[src/rtl/dac_xfer_pkg.sv]
package dac_xfer_pkg;
  localparam int SEL_W = 4;
  localparam logic [SEL_W-1:0] SEL_SW = 4'hF;

  localparam int B_CHAN = 0;
  localparam int B_DMA  = 1;
  localparam int B_UIE  = 2;
  localparam int B_SW   = 3;
  localparam int B_SEL  = 4;
  localparam int B_UDR  = 0;

  typedef enum logic [1:0] {
    A_CTRL = 2'd0,
    A_STAT = 2'd1,
    A_HOLD = 2'd2,
    A_OUT  = 2'd3
  } addr_e;

  typedef struct packed {
    logic             chan_on;
    logic             dma_on;
    logic             udr_ie;
    logic [SEL_W-1:0] sel;
  } cfg_t;
endpackage

[src/rtl/dac_rst_sync.sv]
module dac_rst_sync #(
  parameter int STAGES = 2
) (
  input  logic clk,
  input  logic arst_n,
  output logic rst_n
);
  logic [STAGES-1:0] sh_q;
  logic [STAGES-1:0] sh_d;

  always_comb sh_d = {sh_q[STAGES-2:0], 1'b1};

  always_ff @(posedge clk or negedge arst_n) begin
    if (!arst_n) sh_q <= '0;
    else         sh_q <= sh_d;
  end

  assign rst_n = sh_q[STAGES-1];
endmodule

[src/rtl/dac_trig_sync.sv]
module dac_trig_sync #(
  parameter int N      = 15,
  parameter int STAGES = 2
) (
  input  logic         clk,
  input  logic         rst_n,
  input  logic [N-1:0] trig_raw,
  output logic [N-1:0] trig_rise
);
  for (genvar i = 0; i < N; i++) begin : g_line
    logic [STAGES-1:0] sh_q;
    logic [STAGES-1:0] sh_d;
    logic              last_q;

    always_comb sh_d = {sh_q[STAGES-2:0], trig_raw[i]};

    always_ff @(posedge clk or negedge rst_n) begin
      if (!rst_n) begin
        sh_q   <= '0;
        last_q <= 1'b0;
      end else begin
        sh_q   <= sh_d;
        last_q <= sh_q[STAGES-1];
      end
    end

    assign trig_rise[i] = sh_q[STAGES-1] & ~last_q;
  end
endmodule

[src/rtl/dac_dma_hs.sv]
module dac_dma_hs (
  input  logic clk,
  input  logic rst_n,
  input  logic ext_fire,
  input  logic dma_on,
  input  logic dma_ack,
  input  logic udr_clr,
  output logic load_ok,
  output logic dma_req,
  output logic udr_flag
);
  logic arm_q, arm_d;
  logic req_q, req_d;
  logic udr_q, udr_d;
  logic pending, collide;

  always_comb begin
    pending = arm_q | (req_q & ~dma_ack);
    collide = ext_fire & dma_on & pending;
    load_ok = ext_fire & ~collide;
    arm_d   = ext_fire & dma_on & ~pending;
    if (arm_q)                req_d = 1'b1;
    else if (req_q & dma_ack) req_d = 1'b0;
    else                      req_d = req_q;
    if (collide)      udr_d = 1'b1;
    else if (udr_clr) udr_d = 1'b0;
    else              udr_d = udr_q;
  end

  always_ff @(posedge clk or negedge rst_n) begin
    if (!rst_n) begin
      arm_q <= 1'b0;
      req_q <= 1'b0;
      udr_q <= 1'b0;
    end else begin
      arm_q <= arm_d;
      req_q <= req_d;
      udr_q <= udr_d;
    end
  end

  assign dma_req  = req_q;
  assign udr_flag = udr_q;
endmodule

[src/rtl/dac_xfer_ctrl.sv]
module dac_xfer_ctrl
  import dac_xfer_pkg::*;
#(
  parameter int DATA_W = 12,
  parameter int REG_W  = 32,
  parameter int N_EXT  = 15,
  parameter int SYNC_N = 2
) (
  input  logic              clk,
  input  logic              arst_n,
  input  logic              wr_en,
  input  logic [1:0]        wr_addr,
  input  logic [REG_W-1:0]  wr_data,
  input  logic [1:0]        rd_addr,
  output logic [REG_W-1:0]  rd_data,
  input  logic [N_EXT-1:0]  ext_trig,
  input  logic              dma_ack,
  output logic              dma_req,
  output logic              irq,
  output logic [DATA_W-1:0] dac_out
);
  localparam int SEL_N = 1 << SEL_W;

  logic rst_n;
  cfg_t cfg_q, cfg_d;
  logic sw_q, sw_d;
  logic [DATA_W-1:0] hold_q, out_q, out_d;
  logic [N_EXT-1:0]  rise;
  logic [SEL_N-1:0]  rise_pad;
  logic wr_ctrl, wr_hold, sw_set, udr_clr;
  logic ext_fire, sw_fire, load_ok, udr_flag, out_en;
  logic chan_on_w;
  logic [SEL_W-1:0] sel_w;
  logic unused_wr_bits;

  dac_rst_sync #(.STAGES(2)) u_rst (
    .clk(clk), .arst_n(arst_n), .rst_n(rst_n)
  );

  dac_trig_sync #(.N(N_EXT), .STAGES(SYNC_N)) u_sync (
    .clk(clk), .rst_n(rst_n), .trig_raw(ext_trig), .trig_rise(rise)
  );

  always_comb begin
    wr_ctrl  = wr_en && (wr_addr == A_CTRL);
    wr_hold  = wr_en && (wr_addr == A_HOLD);
    sw_set   = wr_ctrl && wr_data[B_SW];
    udr_clr  = wr_en && (wr_addr == A_STAT) && wr_data[B_UDR];
    rise_pad = SEL_N'(rise);
    ext_fire = cfg_q.chan_on && (cfg_q.sel != SEL_SW) && rise_pad[cfg_q.sel];
    sw_fire  = sw_q && cfg_q.chan_on && (cfg_q.sel == SEL_SW);
  end

  dac_dma_hs u_dma (
    .clk(clk), .rst_n(rst_n), .ext_fire(ext_fire), .dma_on(cfg_q.dma_on),
    .dma_ack(dma_ack), .udr_clr(udr_clr), .load_ok(load_ok),
    .dma_req(dma_req), .udr_flag(udr_flag)
  );

  always_comb begin
    cfg_d         = cfg_q;
    cfg_d.chan_on = wr_data[B_CHAN];
    cfg_d.dma_on  = wr_data[B_DMA];
    cfg_d.udr_ie  = wr_data[B_UIE];
    if (!cfg_q.chan_on) cfg_d.sel = wr_data[B_SEL +: SEL_W];
    if (sw_set)       sw_d = 1'b1;
    else if (sw_fire) sw_d = 1'b0;
    else              sw_d = sw_q;
    out_en = sw_fire | load_ok;
    out_d  = hold_q;
  end

  always_ff @(posedge clk or negedge rst_n) begin
    if (!rst_n) begin
      cfg_q  <= '0;
      sw_q   <= 1'b0;
      hold_q <= '0;
      out_q  <= '0;
    end else begin
      if (wr_ctrl) cfg_q  <= cfg_d;
      sw_q <= sw_d;
      if (wr_hold) hold_q <= wr_data[DATA_W-1:0];
      if (out_en)  out_q  <= out_d;
    end
  end

  always_comb begin
    case (rd_addr)
      A_CTRL:  rd_data = REG_W'({cfg_q.sel, sw_q, cfg_q.udr_ie, cfg_q.dma_on, cfg_q.chan_on});
      A_STAT:  rd_data = REG_W'(udr_flag);
      A_HOLD:  rd_data = REG_W'(hold_q);
      default: rd_data = REG_W'(out_q);
    endcase
  end

  assign irq            = udr_flag & cfg_q.udr_ie;
  assign dac_out        = out_q;
  assign chan_on_w      = cfg_q.chan_on;
  assign sel_w          = cfg_q.sel;
  assign unused_wr_bits = ^wr_data[REG_W-1:DATA_W];
endmodule

[config.mk]
export PLATFORM = sky130hd
export DESIGN_NAME = dac_xfer_ctrl
export DESIGN_NICKNAME = d
export VERILOG_FILES = /design/src/rtl/dac_xfer_pkg.sv /design/src/rtl/dac_rst_sync.sv /design/src/rtl/dac_trig_sync.sv /design/src/rtl/dac_dma_hs.sv /design/src/rtl/dac_xfer_ctrl.sv
export SDC_FILE = /design/constraint.sdc
export NUM_CORES = 1
export LEC_CHECK = 0
export BUFFER_PORTS_ARGS = -buffer_cell sky130_fd_sc_hd__buf_4
export CAP_MARGIN = 10
export CORE_ASPECT_RATIO = 1.25
export CORE_UTILIZATION = 50
export CTS_BUF_LIST = sky130_fd_sc_hd__clkbuf_16
export DETAILED_ROUTE_END_ITERATION = 16
export PLACE_DENSITY = 0.8
export SLEW_MARGIN = 20
export SYNTH_ARGS = -nofsm -noshare
export SYNTH_HDL_FRONTEND = slang
export SYNTH_SLANG_ARGS = --single-unit
[constraint.sdc]
create_clock -name clk -period 2.7 [get_ports clk]
set_input_delay 0.405 -clock clk [delete_from_list [all_inputs] [get_ports clk]]
set_output_delay 0.405 -clock clk [all_outputs]
set_load 0.02 [all_outputs]
### Yosys cells after proc, flatten, opt, wreduce, memory -nomap -nowiden

Index checks and enable logic that the tools add are counted.

* RAM bits: 0
* logic and storage cells: 115
* latch bits: 0
* bits in read-only memories: 0
* output and inout bits: 46
* memories: 0
* input port bits: 55
* register bits after elaboration: 82

* shifts and indexed selects: 0
* mux-type cells: 9
* reductions and logical operators: 15
* add/sub/neg operators: 0
* order comparisons: 1
* eq/ne operators: 6
* div/mod/pow operators: 0
* multiply operators: 0
* bitwise gates (word level): 43

Operators with widths (number)
* one-hot mux 12 bit (3 select lines): 1
* bitwise AND 1 bit: 22
* NOT 1 bit: 19
* logical AND 1 bit: 9
* two-way mux 1 bit: 7
* nonzero test 2 bit: 3
* less-than comparator 4 x 5 -> 1 bit (second input constant): 1
* binary-select mux 1 bit (select 4 bit): 1
* equality test 2 x 1 -> 1 bit (second input constant): 2
* equality test 2 bit (second input constant): 2
* equality test 4 bit (second input constant): 1
* zero test 2 bit: 2
* != test 4 bit (second input constant): 1
* OR 1 bit: 2
* AND reduction 2 bit: 1

### Longest topological paths before layout

* word-level depth: 10
* gate-level depth with buffers: 8
* mapped depth without buffers: 6

### By module

Synthesis repeated with hierarchy kept, for this count alone.

* cells, all modules: 217
* area, all modules: 3365.7 um2

By module, submodules not included
* dac_xfer_ctrl: sequential area each 800.8 um2, times used 1, area an instance 1864.3 um2, cells an instance 144
* dac_trig_sync: sequential area each 1126.1 um2, times used 1, area an instance 1332.5 um2, cells an instance 60
* dac_dma_hs: sequential area each 75.1 um2, times used 1, area an instance 115.1 um2, cells an instance 10
* dac_rst_sync: sequential area each 50.0 um2, times used 1, area an instance 53.8 um2, cells an instance 3

### Worst setup path after synthesis

OpenSTA, ideal clock, no wires.

* kind: register -> register
* start: reg cfg_q, in the netlist sel_w[1]
* end: reg out_q[10], in the netlist dac_out[10]
* data arrival time: 1812 ps
* path slack: 763 ps
* required time: 2575 ps
* library setup time: 125 ps
* path buffers: 2
* cell stages (with the launch flop): 9
* period minus slack after synthesis: 1937 ps
* cell sequence: dfrtp_1 -> buf_6 -> nor4b_2 -> nor2_1 -> a22o_1 -> a211oi_2 -> a22oi_2 -> buf_6 -> mux2_4

* word-level cells in the longest chain between the ends: 8
* elaborated cells between the ends (all ways): 12
* those cells by class: eq/ne: 2; mux: 2; bitwise: 5; reduce/logical: 3

Ends and longest elaborated chain
* start, declared: line dac_xfer_ctrl.sv:25 `cfg_t cfg_q, cfg_d;`
* start signal, assigned: line dac_xfer_ctrl.sv:80 `if (wr_ctrl) cfg_q <= cfg_d;`
* binary-select mux 1 bit (select 4 bit) / != test 4 bit (equally long branches): line dac_xfer_ctrl.sv:50 `ext_fire = cfg_q.chan_on && (cfg_q.sel != SEL_SW) && rise_pad[cfg_q.sel];`
* two-way mux 1 bit (not written as such) / logical AND 1 bit (equally long branches): line dac_xfer_ctrl.sv:50
* logical AND 1 bit: line dac_xfer_ctrl.sv:50
* bitwise AND 1 bit (2 in a row): line dac_dma_hs.sv:19 `collide = ext_fire & dma_on & pending;`
* NOT 1 bit: line dac_dma_hs.sv:20 `load_ok = ext_fire & ~collide;`
* bitwise AND 1 bit: line dac_dma_hs.sv:20
* OR 1 bit (*): line dac_xfer_ctrl.sv:69 `out_en = sw_fire | load_ok;`
* end signal, assigned: line dac_xfer_ctrl.sv:83 `if (out_en) out_q <= out_d;`
* end, declared: line dac_xfer_ctrl.sv:27 `logic [DATA_W-1:0] hold_q, out_q, out_d;`

Mark *: on every way between the ends. The rest lies on a longest branch, timed or not. The select of a mux whose other input is x is not followed.
A chain may end at the register's enable or synchronous reset.

### Final worst setup path

* start: reg cfg_q, in the netlist sel_w[0]
* end: reg out_q[4], in the netlist dac_out[4]

The elaborated chain is that of the path after synthesis.

==> impl_metrics.py <==
metrics = {
    "status": {
        "status": "finished, final reports clean",
    },
    "detailed_routing": {
        "finalWirelength_um": 5470,
        "routed_via_density": 4.89,
        "avgRoutedWirePerCell_um": 14.6,
        "antenna_left": 0,
        "firstDrtPassIters": 4,
        "num_vias": 1834,
        "drcViolationCount": 0,
        "drt_iter0_markers": 72,
    },
    "placement": {
        "place_area_mm2": 0.00365,
        "dpl.hpwl_um": 3550,
        "gp_congestion": 0.752,
        "portBuffers": 60,
    },
    "timing": {
        "rsz0062_at_grt": "false",
        "tightestPinTransition_ps": 975,
        "max_freq_mhz": 439,
        "fin_skew_ps": 6.25,
        "setup_tns_ps": 0,
        "period_minus_slack_ps": 2280,
        "finalSetupViolCount": 0,
        "whs_ps": 180,
        "final_max_slew_viol_count": 0,
        "period_share_pct": 84.4,
        "finalHoldViolCount": 0,
        "slew_headroom_pct": 35.0,
    },
    "power_and_ir_drop": {
        "p_leak_uw": 0.00190,
        "p_per_area_mw_per_mm2": 966,
        "ir_drop_mv": 0.591,
    },
    "synthesis": {
        "syn_area_mm2": 0.00320,
        "synth.ff_latch_count": 82,
        "yosysUniqueCellTypes": 37,
        "synth_warnings": 0,
        "synth_edf_count": 0,
        "seq_area_frac_synth_pct": 64.1,
        "postSynth.asyncResetShare_pct": 100,
        "postSynthCellCount": 218,
        "syn_area_per_cell_um2": 14.7,
        "ys.flop_type": "dfrtp_1",
    },
    "cells_and_area": {
        "drive_gt1_share_pct": 40.7,
        "layout_common_cells": "81 x dfrtp_1, 62 x buf_4, 25 x mux2_2",
        "layout.nets": 341,
        "ff_latch_area_mm2": 0.00206,
        "fill_cells": 491,
        "multiInputGateArea_um2": 988,
        "final_area_mm2": 0.00397,
        "area_growth_pct": 23.9,
        "layout_commonest_cell": "dfrtp_1",
        "diodes": 0,
    },
    "worst_setup_path": {
        "critPathKind": "reg2reg",
        "critPathBufInv": 2,
        "crit_path_start_kind": "flip-flop",
        "cpLargestDelayFamily": "compound AO/OA/AOI/OAI gates",
        "reg2reg_from": "sel_w[0]",
        "cp.arrival_ps": 2490,
        "worstPathRequired_ps": 2910,
        "path_cells": "buf_4, nor2_1, a32oi_1, a22o_1, a211oi_2, a22oi_2, buf_12, mux2_4",
        "worstSetupEndpointType": "flip-flop",
        "rr_worst_depth": 8,
        "crit_path_top_delay_cell": "dfrtp_1",
        "cp_max_fo": 13,
        "r2r_slack_ps": 420,
        "worstReg2RegEnd": "dac_out[4]",
        "critPathMaxStageDelay_ps": 530,
    },
    "cts": {
        "clock-root-buffer": "clkbuf_16",
        "htreeDepth": 3,
        "clk_latency_ps": 330,
        "clkTransAtPathRegs_ps": 60,
        "clockBufferDepth": 2,
        "cts_tree": "yes",
        "ctsResizeCount": 0,
        "cts_made_buffers": 9,
        "clock_sinks": 82,
    },
    "floorplanning": {
        "rows": 32,
        "start_util_pct": 51.9,
        "io_pins": 101,
        "die_area_mm2": 0.00673,
        "coreArea_mm2": 0.00617,
        "die_w_um": 73.6,
        "dieHeight_um": 91.5,
    },
    "global_route": {
        "grt_usage_pct": 17.8,
        "grt_pass1_wl_um": 8650,
        "gr-total-overflow": 0,
        "grt_use_met1_pct": 21.1,
        "grt_pass1_vias": 1835,
        "met3_usage_pct": 3.55,
        "grt_busiest_layer": "met2",
        "grt_max_degree": 81,
        "use_met2_pct": 28.9,
        "grt_antenna_before_repair": 0,
    },
    "min_path": {
        "hold-path-cell-count": 1,
        "hp-class": "in2reg",
        "min_from": "ext_trig[9]",
        "min_to": "u_sync.g_line[9].sh_q[0]",
    },
    "job": {
        "maxCapViolCount": 0,
    },
}
==> power breakdown <==
| group | internal, µW | switching [µW] | total, µW |
|---|---|---|---|
| combinational | 563 | 464 | 1030 |
| clock | 703 | 448 | 1150 |
| sequential | 1440 | 214 | 1660 |
==> cell families (layout without fill, tap and decap cells) <==
kind of cell,count (synthesis),in the layout,synth area share (%)
AOI/OAI and AO/OA,26,26,6.60
buffers and inverters,36,89,7.27
DFF,82,82,64.1
muxes,42,42,16.1
other,2,21,0.235
and+or+nand+nor,30,30,5.67
==> metal layers <==
layer | up-vias | part of all wire (%)
li1 | 852 | -
met1 | 905 | 42
met2 | 63 | 51
met3 | 14 | 4.8
met4 | 0 | 2.7
met5 | - | 0
==> worst max-delay path by stage <==
stage | startpoint | end | slack [ps] | depth (start not counted)
finish | sel_w[0] | dac_out[4] | 420 | 8
global route | sel_w[0] | dac_out[11] | 290 | 8
CTS | sel_w[0] | dac_out[11] | 30 | 6
detailed placement | sel_w[0] | dac_out[11] | 30 | 6
global placement | sel_w[0] | dac_out[0] | 70 | 6
floorplan | u_rst.sh_q[1] | cfg_q[4] | 250 | 0
==> repair_timing <==
item,CTS,global route
setup buffers,0,1
endpoints found under the hold margin,2,0
setup endpoints to repair,0,12
hold buffers,1,0
==> cell type report <==
type,count,area share (%)
clock buffers,9,5.68
clock inverters,6,1.48
inverters,10,0.946
multi-input cells,119,24.9
flip-flops and latches,82,51.8
well taps,85,2.68
repair buffers,64,12.5
==> Yosys cell counts (all sizes together), types with 2 or more instances <==
master | number | area [µm²]
mux2i | 4 | 40.0
nor3b | 2 | 15.0
mux2 | 37 | 454
nand3b | 2 | 15.0
nand2 | 5 | 18.8
buf | 25 | 191
and2 | 2 | 12.5
a31oi | 3 | 18.8
nor2 | 7 | 26.3
inv | 10 | 37.5
nor2b | 5 | 31.3
conb | 2 | 7.51
a32o | 3 | 30.0
o21ai | 4 | 20.0
dfrtp | 82 | 2050
a22o | 8 | 70.1
o211ai | 2 | 15.0
==> sequential cells by signal, indices dropped and copies added (netlist names) <==
signal,flops
sel_w,4
cfg_q,2
dac_out,12
u_dma.dma_req,1
u_dma.udr_flag,1
sw_q,1
hold_q,12
u_sync.g_line.last_q,15
u_sync.g_line.sh_q,30
u_rst.sh_q,2
u_dma.arm_q,1
chan_on_w,1
==> worst register-to-register path: stages (launching register included) <==
cell	delay, ps
dfrtp_1	530
buf_4	230
nor2_1	100
a32oi_1	70
a22o_1	250
a211oi_2	330
a22oi_2	160
buf_12	180
mux2_4	320
==> through the flow <==
step / worst slack [ps] / std cells / total power [µW] / utilization, %
after floorplan: 247 / 237 / 2330 / -
after global placement: 68.0 / 358 / 2630 / 59.3
after detailed placement: 34.5 / 358 / 2670 / 59.3
final: 421 / 375 / 3830 / 64.3
after CTS: 26.0 / 374 / 3850 / 64.0
after global routing: 290 / 375 / 4000 / 64.3
(Power assumes the default switching activity.)
